$ cat config.mk
export PLATFORM = sky130hd
export DESIGN_NAME = cmd_packet_framer
export DESIGN_NICKNAME = d
export VERILOG_FILES = /design/src/rtl/cpf_pkg.sv /design/src/rtl/cpf_op_decode.sv /design/src/rtl/cpf_env_bank.sv /design/src/rtl/cpf_gather.sv /design/src/rtl/cmd_packet_framer.sv
export SDC_FILE = /design/constraint.sdc
export NUM_CORES = 1
export LEC_CHECK = 0
export ABC_CLOCK_PERIOD_IN_PS = 15500
export BUFFER_PORTS_ARGS = -buffer_cell sky130_fd_sc_hd__buf_2
export CAP_MARGIN = 0
export CORE_MARGIN = 5
export CORE_UTILIZATION = 40
export DETAILED_ROUTE_END_ITERATION = 10
export HOLD_SLACK_MARGIN = 0.03
export PLACE_DENSITY = 0.61
export SLEW_MARGIN = 10
export SYNTH_ARGS = -nofsm -noshare
export SYNTH_HDL_FRONTEND = slang
export SYNTH_SLANG_ARGS = --single-unit
$ cat constraint.sdc
create_clock -name clk -period 15.5 [get_ports clk]
set_input_delay 3.1 -clock clk [delete_from_list [all_inputs] [get_ports clk]]
set_output_delay 3.1 -clock clk [all_outputs]
set_load 0.01 [all_outputs]
$ cat src/rtl/cpf_pkg.sv
package cpf_pkg;

    localparam logic [31:0] TERM_MASK = 32'hF000_F000;
    localparam logic [31:0] TERM_VAL  = 32'h5000_5000;

    typedef enum logic [2:0] {
        K_FIXED,
        K_LINE_ALL,
        K_LINE_ALT,
        K_ENV,
        K_XFER
    } kind_e;

    typedef struct packed {
        kind_e      kind;
        logic [3:0] extra;
    } op_info_t;

    typedef enum logic [1:0] {
        ST_GATHER,
        ST_DRAW,
        ST_XFER
    } state_e;

    // parameter words for the 0x20..0x3F family, per group of four opcodes
    function automatic logic [3:0] poly_extra(input logic [2:0] grp);
        logic [3:0] r;
        case (grp)
            3'd0: r = 4'd3;
            3'd1: r = 4'd6;
            3'd2: r = 4'd4;
            3'd3: r = 4'd8;
            3'd4: r = 4'd5;
            3'd5: r = 4'd8;
            3'd6: r = 4'd7;
            default: r = 4'd11;
        endcase
        return r;
    endfunction

    // parameter words for the 0x60..0x7F family, per group of four opcodes
    function automatic logic [3:0] box_extra(input logic [2:0] grp);
        logic [3:0] r;
        case (grp)
            3'd0: r = 4'd2;
            3'd1: r = 4'd3;
            3'd2: r = 4'd1;
            3'd3: r = 4'd0;
            3'd4: r = 4'd1;
            3'd5: r = 4'd2;
            3'd6: r = 4'd1;
            default: r = 4'd2;
        endcase
        return r;
    endfunction

    function automatic op_info_t classify(input logic [7:0] op);
        op_info_t r;
        r.kind  = K_FIXED;
        r.extra = 4'd0;
        if (op == 8'h02) begin
            r.extra = 4'd2;
        end else if (op[7:5] == 3'b001) begin
            r.extra = poly_extra(op[4:2]);
        end else if (op[7:4] == 4'h4) begin
            if (op[3]) r.kind = K_LINE_ALL;
            else       r.extra = 4'd2;
        end else if (op[7:4] == 4'h5) begin
            if (op[3]) r.kind = K_LINE_ALT;
            else       r.extra = 4'd4;
        end else if (op[7:5] == 3'b011) begin
            r.extra = box_extra(op[4:2]);
        end else if (op == 8'h80) begin
            r.extra = 4'd3;
        end else if (op >= 8'hA0 && op <= 8'hDF) begin
            r.kind  = K_XFER;
            r.extra = 4'd2;
        end else if (op[7:3] == 5'b11100) begin
            r.kind = K_ENV;
        end
        return r;
    endfunction

endpackage

$ cat src/rtl/cpf_op_decode.sv
module cpf_op_decode
    import cpf_pkg::*;
(
    input  logic [7:0] op,
    output op_info_t   info
);
    always_comb info = classify(op);
endmodule

$ cat src/rtl/cpf_env_bank.sv
module cpf_env_bank #(
    parameter int NREG = 8,
    localparam int SW = $clog2(NREG)
) (
    input  logic             clk,
    input  logic             rst,
    input  logic             we,
    input  logic [SW-1:0]    sel,
    input  logic [31:0]      data,
    output logic [NREG*32-1:0] regs
);
    logic [31:0] q [NREG];

    for (genvar g = 0; g < NREG; g++) begin : g_reg
        always_ff @(posedge clk) begin
            if (rst)
                q[g] <= {8'hE0 + 8'(g), 24'h0};
            else if (we && sel == SW'(g))
                q[g] <= data;
        end
        assign regs[g*32 +: 32] = q[g];
    end

    AST_ENV_STORE: assert property (@(posedge clk) disable iff (rst)
        we |=> q[$past(sel)] == $past(data));

endmodule

$ cat src/rtl/cpf_gather.sv
module cpf_gather
    import cpf_pkg::*;
#(
    parameter int MAX_WORDS = 16,
    localparam int IW = $clog2(MAX_WORDS),
    localparam int LW = $clog2(MAX_WORDS + 1)
) (
    input  logic          clk,
    input  logic          rst,
    input  logic          in_valid,
    output logic          in_ready,
    input  logic [31:0]   in_word,
    output logic          out_valid,
    input  logic          out_ready,
    output logic [31:0]   out_word,
    output logic          out_first,
    output logic          out_last,
    output logic [7:0]    out_opcode,
    output logic [LW-1:0] out_len,
    output logic          out_ovf,
    output logic          xfer_valid,
    input  logic          xfer_ready,
    output logic          xfer_read,
    output logic [31:0]   xfer_pos,
    output logic [31:0]   xfer_size,
    output logic          env_we,
    output logic [2:0]    env_sel,
    output logic [31:0]   env_data
);
    state_e        state_q;
    logic [IW-1:0] idx_q, rd_q;
    logic [LW-1:0] len_q;
    logic [7:0]    op_q;
    logic          ovf_q;
    logic [31:0]   words_q [MAX_WORDS];

    logic [7:0] cur_op;
    op_info_t   info;
    logic       is_env, is_term, at_cap, hit, done, take;

    assign cur_op = (idx_q == '0) ? in_word[31:24] : op_q;

    cpf_op_decode u_dec (
        .op   (cur_op),
        .info (info)
    );

    assign is_env  = (info.kind == K_ENV);
    assign is_term = ((in_word & TERM_MASK) == TERM_VAL);
    assign at_cap  = (idx_q == IW'(MAX_WORDS - 1));
    assign take    = (state_q == ST_GATHER) && in_valid;

    always_comb begin
        hit  = 1'b0;
        done = 1'b0;
        case (info.kind)
            K_FIXED:    done = (idx_q == IW'(info.extra));
            K_XFER:     done = (idx_q == IW'(2));
            K_LINE_ALL: begin
                hit  = (idx_q >= IW'(3)) && is_term;
                done = hit || at_cap;
            end
            K_LINE_ALT: begin
                hit  = (idx_q >= IW'(4)) && !idx_q[0] && is_term;
                done = hit || at_cap;
            end
            default: done = 1'b0;
        endcase
    end

    always_ff @(posedge clk) begin
        if (rst) begin
            state_q <= ST_GATHER;
            idx_q   <= '0;
            rd_q    <= '0;
            len_q   <= '0;
            op_q    <= '0;
            ovf_q   <= 1'b0;
        end else begin
            case (state_q)
                ST_GATHER: begin
                    if (in_valid && !is_env) begin
                        if (idx_q == '0) op_q <= in_word[31:24];
                        if (done) begin
                            len_q   <= LW'(idx_q) + LW'(1);
                            ovf_q   <= at_cap && !hit;
                            rd_q    <= '0;
                            idx_q   <= '0;
                            state_q <= (info.kind == K_XFER) ? ST_XFER : ST_DRAW;
                        end else begin
                            idx_q <= idx_q + IW'(1);
                        end
                    end
                end
                ST_DRAW: begin
                    if (out_ready) begin
                        if (LW'(rd_q) == len_q - LW'(1)) state_q <= ST_GATHER;
                        else                             rd_q    <= rd_q + IW'(1);
                    end
                end
                ST_XFER: begin
                    if (xfer_ready) state_q <= ST_GATHER;
                end
                default: state_q <= ST_GATHER;
            endcase
        end
    end

    always_ff @(posedge clk) begin
        if (take && !is_env) words_q[idx_q] <= in_word;
    end

    assign in_ready   = (state_q == ST_GATHER);
    assign out_valid  = (state_q == ST_DRAW);
    assign out_word   = words_q[rd_q];
    assign out_first  = (rd_q == '0);
    assign out_last   = (LW'(rd_q) == len_q - LW'(1));
    assign out_opcode = op_q;
    assign out_len    = len_q;
    assign out_ovf    = ovf_q;
    assign xfer_valid = (state_q == ST_XFER);
    assign xfer_read  = (op_q[7:5] == 3'b110);
    assign xfer_pos   = words_q[1];
    assign xfer_size  = words_q[2];
    assign env_we     = take && is_env;
    assign env_sel    = in_word[26:24];
    assign env_data   = in_word;

    AST_STALL_HOLD: assert property (@(posedge clk) disable iff (rst)
        out_valid && !out_ready |=> out_valid && $stable(out_word)
            && $stable(out_len) && $stable(out_opcode) && $stable(out_last));
    AST_FIRST_OPENS: assert property (@(posedge clk) disable iff (rst)
        $rose(out_valid) |-> out_first);
    AST_XFER_HOLD: assert property (@(posedge clk) disable iff (rst)
        xfer_valid && !xfer_ready |=> xfer_valid && $stable(xfer_pos)
            && $stable(xfer_size) && $stable(xfer_read));
    AST_OVF_AT_CAP: assert property (@(posedge clk) disable iff (rst)
        out_valid && out_ovf |-> out_len == LW'(MAX_WORDS));
    AST_ENV_QUIET: assert property (@(posedge clk) disable iff (rst)
        env_we |=> !out_valid && !xfer_valid);

endmodule

$ cat src/rtl/cmd_packet_framer.sv
module cmd_packet_framer
    import cpf_pkg::*;
#(
    parameter int MAX_WORDS = 16,
    localparam int LW = $clog2(MAX_WORDS + 1),
    localparam int NENV = 8
) (
    input  logic              clk,
    input  logic              rst,
    input  logic              in_valid,
    output logic              in_ready,
    input  logic [31:0]       in_word,
    output logic              out_valid,
    input  logic              out_ready,
    output logic [31:0]       out_word,
    output logic              out_first,
    output logic              out_last,
    output logic [7:0]        out_opcode,
    output logic [LW-1:0]     out_len,
    output logic              out_ovf,
    output logic              xfer_valid,
    input  logic              xfer_ready,
    output logic              xfer_read,
    output logic [31:0]       xfer_pos,
    output logic [31:0]       xfer_size,
    output logic [NENV*32-1:0] env_regs
);
    logic        env_we;
    logic [2:0]  env_sel;
    logic [31:0] env_data;

    cpf_gather #(.MAX_WORDS(MAX_WORDS)) u_gather (
        .clk        (clk),
        .rst        (rst),
        .in_valid   (in_valid),
        .in_ready   (in_ready),
        .in_word    (in_word),
        .out_valid  (out_valid),
        .out_ready  (out_ready),
        .out_word   (out_word),
        .out_first  (out_first),
        .out_last   (out_last),
        .out_opcode (out_opcode),
        .out_len    (out_len),
        .out_ovf    (out_ovf),
        .xfer_valid (xfer_valid),
        .xfer_ready (xfer_ready),
        .xfer_read  (xfer_read),
        .xfer_pos   (xfer_pos),
        .xfer_size  (xfer_size),
        .env_we     (env_we),
        .env_sel    (env_sel),
        .env_data   (env_data)
    );

    cpf_env_bank #(.NREG(NENV)) u_env (
        .clk  (clk),
        .rst  (rst),
        .we   (env_we),
        .sel  (env_sel),
        .data (env_data),
        .regs (env_regs)
    );

endmodule

# Yosys cells after proc, flatten, opt, wreduce, memory -nomap -nowiden
# Memory sizes are Yosys's and may differ from the RTL's. A register that Yosys moved wholly into a read port is not among the register bits.
# Index checks and enable logic that the tools add are counted.
# totals
output_inout_bits	372
mem_bits_rw	768
input_bits	37
mem_count	2
reg_bits	24
elab_cells	170
# memory_table
memory	words	width	rd	rd_clocked_by_memory_dff	wr	line	rtl
u_gather.words_q	16	32	3	1	1	cpf_gather.sv:35	logic [31:0] words_q [MAX_WORDS];
u_env.q	8	32	8	0	8	cpf_env_bank.sv:12	logic [31:0] q [NREG];
# op_classes
eq_ne	38
add_sub_neg	4
mux	73
reduce_logical	35
bitwise_logic	8
order_cmp	4
# ops
operator	n
32-bit two-way mux	8
4-bit two-way mux	9
1-bit two-way mux	29
3-bit equality test, second input constant	9
2-bit two-way mux	12
4-bit one-hot mux with 6 select lines	1
3-bit by 2-bit equality test with 1-bit output, second input constant	7
3-bit two-way mux	6
1-bit logical AND	17
7-bit two-way mux	2
3-bit by 1-bit equality test with 1-bit output, second input constant	4
2-bit one-hot mux with 3 select lines	2
2-bit by 1-bit inequality test with 1-bit output, second input constant	5
5-bit AND reduction	2
3-bit logical NOT	3
4-bit by 1-bit adder with 4-bit output, second input constant	2
4-bit by 3-bit equality test with 1-bit output, second input constant	2
8-bit by 2-bit equality test with 1-bit output, second input constant	1
8-bit by 7-bit equality test with 1-bit output, second input constant	1
8-bit equality test, second input constant	1
8-bit greater-or-equal comparator, second input constant	1
8-bit <= comparator, second input constant	1
4-bit logical NOT	2
8-bit two-way mux	1
other kinds (24)	34

# Logic depth before layout (Yosys ltp)
# depth
ltp_word	18
ltp_mapped	14
ltp_nobuf	10

# Cells and area by module
# Synthesis repeated with hierarchy kept, for this count alone.
# hier_totals
cells_unflattened	1647
area_unflattened_um2	31128.6
# by_module_without_submodules
mod	cells_each	seq_area_each_um2	instances	area_each_um2
cpf_gather	961	15935.3	1	21186.6
cpf_env_bank	640	7687.4	1	9661.8
cpf_op_decode	46	0.0	1	280.3

# Worst setup path before layout
# OpenSTA, ideal clock, no wires.
# synth_timing
path_kind	input -> register
start	in in_word[28]
end	mem u_env.q[0][0], enable pin
cell_stages	7
slack_ns	8.407
setup_time_ns	0.466
required_time_ns	15.034
t_arrival_ns	6.627
path_buffers	1
cell_sequence	clkbuf_1 -> nor2_1 -> nand4_1 -> a21oi_1 -> nand2_1 -> or3_1 -> o21ai_0
# synth_lines
element	line	rtl
start: declaration	cmd_packet_framer.sv:12	input logic [31:0] in_word,
end: declaration	cpf_env_bank.sv:12	

==> results.toml <==
[run_status]
outcome = "finished clean"

[grt]
antenna_found_initial = 9
gr-total-overflow = 0
grt_max_degree = 72
grt_pass1_wl_mm = 123
grt.total_usage_pct = 20.4
grt_pass1_vias = 17257

[power_and_ir_drop]
vdd_drop_max_mv = 0.0973
total_power_mw = 5.12
p_leak_nw = 12.6
power_density_nw_per_um2 = 139

[timing]
post-route-period-util_pct = 49.7
slew_violations = 0
tightest_slew_ns = 1.25
finalSetupViolCount = 0
maxSlewHeadroom_pct = 16.6
final.setup.tns_ns = 0
rsz0062_at_grt = "no"
finalCriticalPeriod_ns = 7.70
fmax_mhz = 130
final_hold_viol_count = 0
skew_ns = 0.0362

[place]
placedInstanceArea_sq_um = 34300
numPortBuffers = 408
finalWeightedCongestion = 0.843
hpwl_mm = 53.7

[routing]
drtPass1Iterations = 5
num_vias = 16624
drt_first_iter_violations = 1571
wl_per_cell_um = 27.4
drc = 0
avgViaCountPerCell = 5.33
drtAntennaViolNets = 0
wl_mm = 85.5

[cells_and_area]
final_area_sq_um = 37000
drive_gt1_share_pct = 36.8
final_nets = 2064
fin_util_pct = 48.6
syn2layout_area_growth_pct = 20.4

[clock_network]
cts.clk_slew.worst_paths_ns = 0.06
clockBufferDepth = 3
cts.sinks = 796
cts-root-buf = "clkbuf_16"
htree_levels = 3
cts_tree = "yes"
post_cts_buffers = 0
cts_hold_buf = 0
cts_resized = 0
clk-insertion-delay-late_ns = 0.64
numCtsBuffers = 84

[setup_path]
critical_path_class = "reg2out"
worstPathArrival_ns = 4.60
crit_path_end_kind = "primary output"
worstSetupStartpointType = "register"
crit_required_ns = 12.40
cp_max_fo = 48

[logic_synthesis]
synthArstFlopShare_pct = 0
ys_seq_elements = 796
synth_ff_type = "edfxtp_1"
synth_edf_count = 768
synthCells = 1552
synth.avg_cell_area_sq_um = 19.8
syn_area_sq_um = 30700
yosysUniqueCellTypes = 67
yosys_warnings = 0
yosysSeqAreaShare_pct = 76.9

[worst_hold_path]
hp-class = "reg2reg"

[floorplanning]
die-height_um = 287
dieWidth_um = 287
dieArea_sq_um = 82400
coreArea_sq_um = 76100
row_count = 101
initial_utilization_pct = 40.4
io_pins = 409

[run]
maxCapViolCount = 0
-- through the flow --
step                      hold slack (ns)  setup WS (ns)  instances
after global placement              0.451           8.29       2955
after detailed placement            0.462           8.25       2960
final                               0.465           7.80       3120
after CTS                           0.470           7.58       3113
after global routing                0.486           7.32       3116
after floorplan                     0.473           8.41       1574
-- state kept, by name (all words and copies together) (netlist names), named ones only --
signal,count
u_gather.rd_q,4
u_env.q,256
u_gather.out_opcode,8
u_gather.out_ovf,1
u_gather.idx_q,4
u_gather.state_q,2
u_gather.out_len,5
u_gather.words_q,512
-- cells in the mapped netlist, drive strengths merged (5+ instances only) --
library cell,instances,area (sq um)
mux2i,5,53.8
nand4,5,31.3
ha,8,100
and2,210,1310
a32o,5,50.1
a21oi,18,90.1
nor2,33,126
clkbuf,67,251
mux4,160,3600
a211oi,6,45.0
or3,13,86.3
buf,17,101
xnor2,5,43.8
nand3,12,60.1
nand2b,11,68.8
o21ai,23,115
edfxtp,768,23100
nor3,23,115
nor4,5,37.5
inv,15,56.3
nand2,52,195
nor2b,8,50.1
dfxtp,28,561
-- worst paths after layout --
check / depth (start not counted) / slack [ns] / startpoint / endpoint
max: 5 / 7.80 / register / out_word[9]
min: 2 / 0.47 / u_gather.out_ovf / u_gather.out_ovf
max reg2reg: 9 / 10.70 / u_gather.idx_q[0] / u_gather.words_q[14][1]
min reg2reg: 2 / 0.47 / u_gather.out_ovf / u_gather.out_ovf
-- placed cells by master, fill, tap and decap left out, drive strengths merged, types with 4 or more instances in the layout --
cell,instances
nor4,5
nand2b,11
nand3,12
edfxtp,768
dfxtp,28
clkbuf,102
nor3b,4
nand3b,4
conb,24
nand4,5
a21oi,18
nor3,23
bufinv,4
diode,4
mux2i,5
ha,8
o21ai,23
xnor2,5
inv,20
mux4,160
nand2,52
a211oi,6
clkinv,41
nor2,33
nor2b,8
xor2,4
a32o,5
and2,210
or3,13
buf,443
-- where the power goes --
| group | internal [mW] | switching [mW] | leakage [nW] | total, mW |
|---|---|---|---|---|
| sequential | 2.46 | 0.0643 | 7.40 | 2.53 |
| clock | 1.07 | 0.825 | 1.27 | 1.89 |
| combinational | 0.286 | 0.414 | 3.98 | 0.700 |
-- routing by layer --
metal  global-route usage [%]  routed length [um]
met1                     27.0               33700
met2                     33.9               41900
met3                     6.11                8070
met4                     4.45                1820
met5                        0                   0
-- cell families after synthesis --
group | Yosys count | synth area share, %
flops | 796 | 76.9
fa+ha+maj | 8 | 0.326
compound gates | 78 | 1.74
simple gates | 393 | 7.39
other cells | 2 | 0.0245
mux | 167 | 12.0
xor+xnor | 9 | 0.257
buf+inv | 99 | 1.33
-- layout make-up --
type | count | area, sq um
Tap cell | 1030 | 1290
Clock inverter | 51 | 410
Antenna cell | 4 | 10.0
Clock buffer | 102 | 2170
Sequential cell | 796 | 23600
Multi-Input combinational cell | 679 | 6990
Fill cell | 6423 | 39100
Timing Repair Buffer | 443 | 2420
Inverter | 15 | 56.3
-- worst max-delay path, stage by stage (launching register included) --
cell	delay (ns)
dfxtp_4	0.85
buf_4	0.87
buf_4	0.85
mux4_2	0.59
mux4_2	0.53
buf_2	0.17
(Power assumes the default switching activity.)
